==> config.mk <==
export PLATFORM = sky130hd
export DESIGN_NAME = prog_status_flags
export DESIGN_NICKNAME = d
export VERILOG_FILES = /design/src/rtl/psf_pkg.sv /design/src/rtl/psf_ctrl.sv /design/src/rtl/psf_pin_drv.sv /design/src/rtl/prog_status_flags.sv
export SDC_FILE = /design/constraint.sdc
export NUM_CORES = 1
export LEC_CHECK = 0
export BUFFER_PORTS_ARGS = -buffer_cell sky130_fd_sc_hd__clkbuf_2
export CAP_MARGIN = 20
export CORE_AREA = 10 10 47 49
export DETAILED_ROUTE_END_ITERATION = 8
export DIE_AREA = 0 0 57 59
export GPL_TIMING_DRIVEN = 0
export PLACE_DENSITY = 0.36
export SLEW_MARGIN = 30
export SYNTH_ARGS = -nofsm -noshare
export SYNTH_HDL_FRONTEND = slang
export SYNTH_SLANG_ARGS = --single-unit
==> constraint.sdc <==
create_clock -name clk -period 0.8 [get_ports clk]
set_input_delay 0.04 -clock clk [delete_from_list [all_inputs] [get_ports clk]]
set_output_delay 0.04 -clock clk [all_outputs]
set_load 0.01 [all_outputs]
==> src/rtl/psf_pkg.sv <==
package psf_pkg;
    typedef struct packed {
        logic en;    // interface enabled
        logic od;    // open-drain mode captured at enable
        logic err;   // sticky flash error
        logic busy;  // any engine busy
    } psf_state_t;
endpackage

==> src/rtl/psf_ctrl.sv <==
module psf_ctrl
    import psf_pkg::*;
#(
    parameter int FLASH_BANKS = 2
) (
    input  logic                   clk,
    input  logic                   rst_n,
    input  logic                   cmd_enable,
    input  logic                   cmd_disable,
    input  logic                   cmd_clear,
    input  logic                   od_sel,
    input  logic                   chip_rst,
    input  logic [FLASH_BANKS-1:0] flash_busy,
    input  logic [FLASH_BANKS-1:0] flash_err,
    input  logic                   eep_busy,
    output psf_state_t             state_q
);
    psf_state_t state_d;

    always_comb begin
        state_d = state_q;
        // disable has priority over enable
        if (cmd_disable) begin
            state_d.en = 1'b0;
        end else if (cmd_enable) begin
            state_d.en = 1'b1;
            state_d.od = od_sel;
        end
        state_d.busy = (|flash_busy) | eep_busy;
        if (cmd_clear || (chip_rst && !state_q.en)) begin
            state_d.err = 1'b0;
        end
        // a new failure wins over any clear in the same cycle
        if (|flash_err) begin
            state_d.err = 1'b1;
        end
    end

    always_ff @(posedge clk or negedge rst_n) begin
        if (!rst_n) begin
            state_q <= '0;
        end else begin
            state_q <= state_d;
        end
    end
endmodule

==> src/rtl/psf_pin_drv.sv <==
module psf_pin_drv (
    input  logic en,
    input  logic od,
    input  logic level,
    output logic pin_o,
    output logic pin_oe
);
    always_comb begin
        if (!en) begin
            pin_o  = 1'b0;
            pin_oe = 1'b0;
        end else if (od) begin
            pin_o  = 1'b0;
            pin_oe = ~level;
        end else begin
            pin_o  = level;
            pin_oe = 1'b1;
        end
    end
endmodule

==> src/rtl/prog_status_flags.sv <==
module prog_status_flags
    import psf_pkg::*;
#(
    parameter int FLASH_BANKS = 2
) (
    input  logic                   clk,
    input  logic                   rst_n,
    input  logic                   cmd_enable,
    input  logic                   cmd_disable,
    input  logic                   cmd_clear,
    input  logic                   od_sel,
    input  logic                   chip_rst,
    input  logic [FLASH_BANKS-1:0] flash_busy,
    input  logic [FLASH_BANKS-1:0] flash_err,
    input  logic                   eep_busy,
    output logic                   rdy_o,
    output logic                   rdy_oe,
    output logic                   err_o,
    output logic                   err_oe
);
    localparam int NUM_PINS = 2;
    localparam int PIN_RDY  = 0;
    localparam int PIN_ERR  = 1;

    psf_state_t          state_q;
    logic [NUM_PINS-1:0] level;
    logic [NUM_PINS-1:0] pin_o;
    logic [NUM_PINS-1:0] pin_oe;

    psf_ctrl #(.FLASH_BANKS(FLASH_BANKS)) u_ctrl (
        .clk         (clk),
        .rst_n       (rst_n),
        .cmd_enable  (cmd_enable),
        .cmd_disable (cmd_disable),
        .cmd_clear   (cmd_clear),
        .od_sel      (od_sel),
        .chip_rst    (chip_rst),
        .flash_busy  (flash_busy),
        .flash_err   (flash_err),
        .eep_busy    (eep_busy),
        .state_q     (state_q)
    );

    assign level[PIN_RDY] = ~state_q.busy;
    assign level[PIN_ERR] = ~state_q.err;

    for (genvar i = 0; i < NUM_PINS; i++) begin : g_pin
        psf_pin_drv u_drv (
            .en     (state_q.en),
            .od     (state_q.od),
            .level  (level[i]),
            .pin_o  (pin_o[i]),
            .pin_oe (pin_oe[i])
        );
    end

    assign rdy_o  = pin_o[PIN_RDY];
    assign rdy_oe = pin_oe[PIN_RDY];
    assign err_o  = pin_o[PIN_ERR];
    assign err_oe = pin_oe[PIN_ERR];
endmodule

==> run_results.csv <==
group,metric,value,unit
outcome,run_status,"finished with violations",
outcome,violations,"setup timing",
detailed_routing,detailedRoute.firstIterationViolations,0,
place,place_congestion,0.782,
global_route,grt_usage,4.46,%
place,dp_cells,50,
synthesis,syn-cell-area,196,um2
critical_path,end_kind,"primary output",
synthesis,synthTopCellsByArea,"dfrtp_1 (51%), nor2_1 (9.6%), a21boi_0 (7.6%), mux2_4 (7.6%), nor2b_4 (7.0%)",
detailed_routing,num_vias,217,
synthesis,synth_xor_area_share,0,%
hold_path,hold_class,"primary input to flip-flop",
synthesis,synth_warnings,0,
detailed_routing,antenna_left,0,
clocking,cts_tree,"yes",
sta,rsz0062_at_grt,"yes",
clocking,ctsRootBufferMaster,"clkbuf_4",
sta,finalSetupTns,-1.03,ns
detailed_routing,drc,0,
detailed_routing,viasPerCell,3.74,
layout,syn_to_final_growth,98.1,%
critical_path,crit_path_start_kind,"flip-flop",
layout,n_antenna_cell,0,
sta,tightest_slew,0.199,ns
sta,relSlewSlack,86.7,%
synthesis,ys_seq_area_share,51.0,%
power_and_ir_drop,p_per_area,1590,nW/um2
die,io_pins,16,
synthesis,ys_types,10,
sta,clock.fmax,0.969,GHz
critical_path,crit_type,"flip-flop to primary output",
sta,setup_viol,7,
power_and_ir_drop,power.total,0.000617,W
sta,finalClockSkew,0.000153,ns
sta,post-route-period-util,129,%
clocking,clk_pin_slew,0.04,ns
die,fp.dieH,59,um
detailed_routing,routedWlPerCell,11.7,um
synthesis,synthAdderAreaFrac,0,%
layout,fin_cells,58,
place,port_buffers,15,
die,rows,14,
sta,hold_viol_final,0,
synthesis,synth_top_area_cell,"dfrtp_1",
synthesis,syn-num-nets,31,
synthesis,synth_mux_area_share,7.64,%
synthesis,yosysTopAreaCellShare,51.0,%
die,dieWidth,57,um
detailed_routing,wl,679,um
global_route,grt_pass1_wl,1130,um
layout,largest_reg_flops,4,
layout,regMostFlops,"u_ctrl.state_q",
synthesis,synth_cells,19,
run,cap_violations,0,
synthesis,synth_compound_area_share,11.5,%
synthesis,synth.ff_latch_count,4,
critical_path,worst-path-max-fanout,4,
die,start_util,14.0,%
clocking,ctsHtreeMaxLevel,1,
global_route,grt_pass1_vias,244,
global_route,grt_max_degree,6,
synthesis,synth_top_family_by_area,"simple AND/OR/NAND/NOR gates",
power_and_ir_drop,p_leak,0.203,nW
place,dp_hpwl,552,um
die,die_area,3360,um2
sta,whs,0.00155,ns
clocking,worstSkewPairLatency,0.23,ns
power_and_ir_drop,peakVddDrop,0.000880,V
layout,drive_gt1_share,69.0,%
critical_path,worstPathArrival,0.99,ns
layout,largestRegisters,"u_ctrl.state_q x4",
sta,fin_ws,-0.232,ns
synthesis,synth-simple-area-share,26.1,%
global_route,antenna_found_initial,0,
critical_path,worstPathRequired,0.76,ns
global_route,grt-ovfl-total,0,
sta,fin_crit,1.03,ns
clocking,clock_sinks,4,
clocking,numCtsBuffers,3,
clocking,ctsLongestPathBuffers,2,
detailed_routing,dr.pass1.iters,1,
sta,slew_violations,0,
synthesis,syn_area_per_cell,10.3,um2
layout,nets,56,
die,design.core.area,1400,um2
==> cell type report <==
cell class / count / area [um2]
fill: 156 / 1010
multi-input combinational: 13 / 118
sequential: 4 / 101
timing repair buffer: 20 / 120
clock buffer: 3 / 22.5
inverter: 2 / 7.51
tap: 16 / 20.0
==> worst max-delay path, stage by stage, from the launching register on <==
cell	delay, ns
dfrtp_1	0.40
nand2b_4	0.16
nor2_2	0.07
buf_2	0.13
==> per-layer routing <==
layer	share of wire [%]	GRT usage (%)
met1	47	4.67
met2	37	5.43
met3	16	4.94
met4	0	2.01
met5	0	0
==> where the power goes <==
| group | switching (W) | internal [W] | total (W) |
|---|---|---|---|
| clock network | 0.0000767 | 0.000167 | 0.000244 |
| registers | 0.0000182 | 0.000220 | 0.000238 |
| logic | 0.0000496 | 0.0000856 | 0.000135 |
| total | 0.000144 | 0.000473 | 0.000617 |
==> cells by family after synthesis <==
| logic type | after synthesis |
|---|---|
| and+or+nand+nor | 9 |
| DFF | 4 |
| AOI/OAI and AO/OA | 3 |
| buffers and inverters | 2 |
| muxes | 1 |
==> synthesized netlist by cell type (all sizes together) <==
cell type  n
nand2b     1
or3        1
nor2       5
mux2       1
inv        2
nor2b      2
dfrtp      4
o31ai      1
a21boi     2
==> cell usage in the layout (no fill, tap or decap), drive strengths merged <==
cell | synthesis | routed
clkbuf | 0 | 15
nor2 | 5 | 5
buf | 0 | 5
dfrtp | 4 | 4
dlygate4sd3 | 0 | 3
inv | 2 | 2
a21boi | 2 | 2
nor2b | 2 | 2
nand2b | 1 | 1
or3 | 1 | 1
o31ai | 1 | 1
mux2 | 1 | 1
==> worst paths after layout <==
path	cells past startpoint	slack, ns	endpoint	startpoint
setup / recovery	3	-0.23	rdy_o	u_ctrl.state_q[2]
hold / removal	2	0.002	u_ctrl.state_q[0]	eep_busy
setup reg to reg	2	-0.12	u_ctrl.state_q[2]	u_ctrl.state_q[2]
hold reg to reg	2	0.59	u_ctrl.state_q[1]	u_ctrl.state_q[1]
max in group asynchronous	2	0.51	u_ctrl.state_q[3]	rst_n
min in group asynchronous	2	0.15	u_ctrl.state_q[2]	rst_n
==> timing repair <==
action / 4_1_cts / 5_1_grt
buffers inserted: 1 / 1
pin swaps: 0 / 1
setup endpoints to repair: 4 / 6
cloned: 0 / 0
endpoints found under the hold margin: 7 / 0
gates resized for setup: 5 / 7
hold buffers: 3 / 0
==> stage by stage <==
step / cell area, um2 / worst slack [ns] / utilization, %
after global routing: 389 / -0.295 / 27.8
after detailed placement: 292 / -0.0334 / 20.8
final: 389 / -0.232 / 27.8
after global placement: 292 / -0.0138 / 20.8
after floorplan: 196 / 0.0527 / -
after CTS: 365 / -0.250 / 26.1
Note: power is estimated with default switching activity, not from simulation.
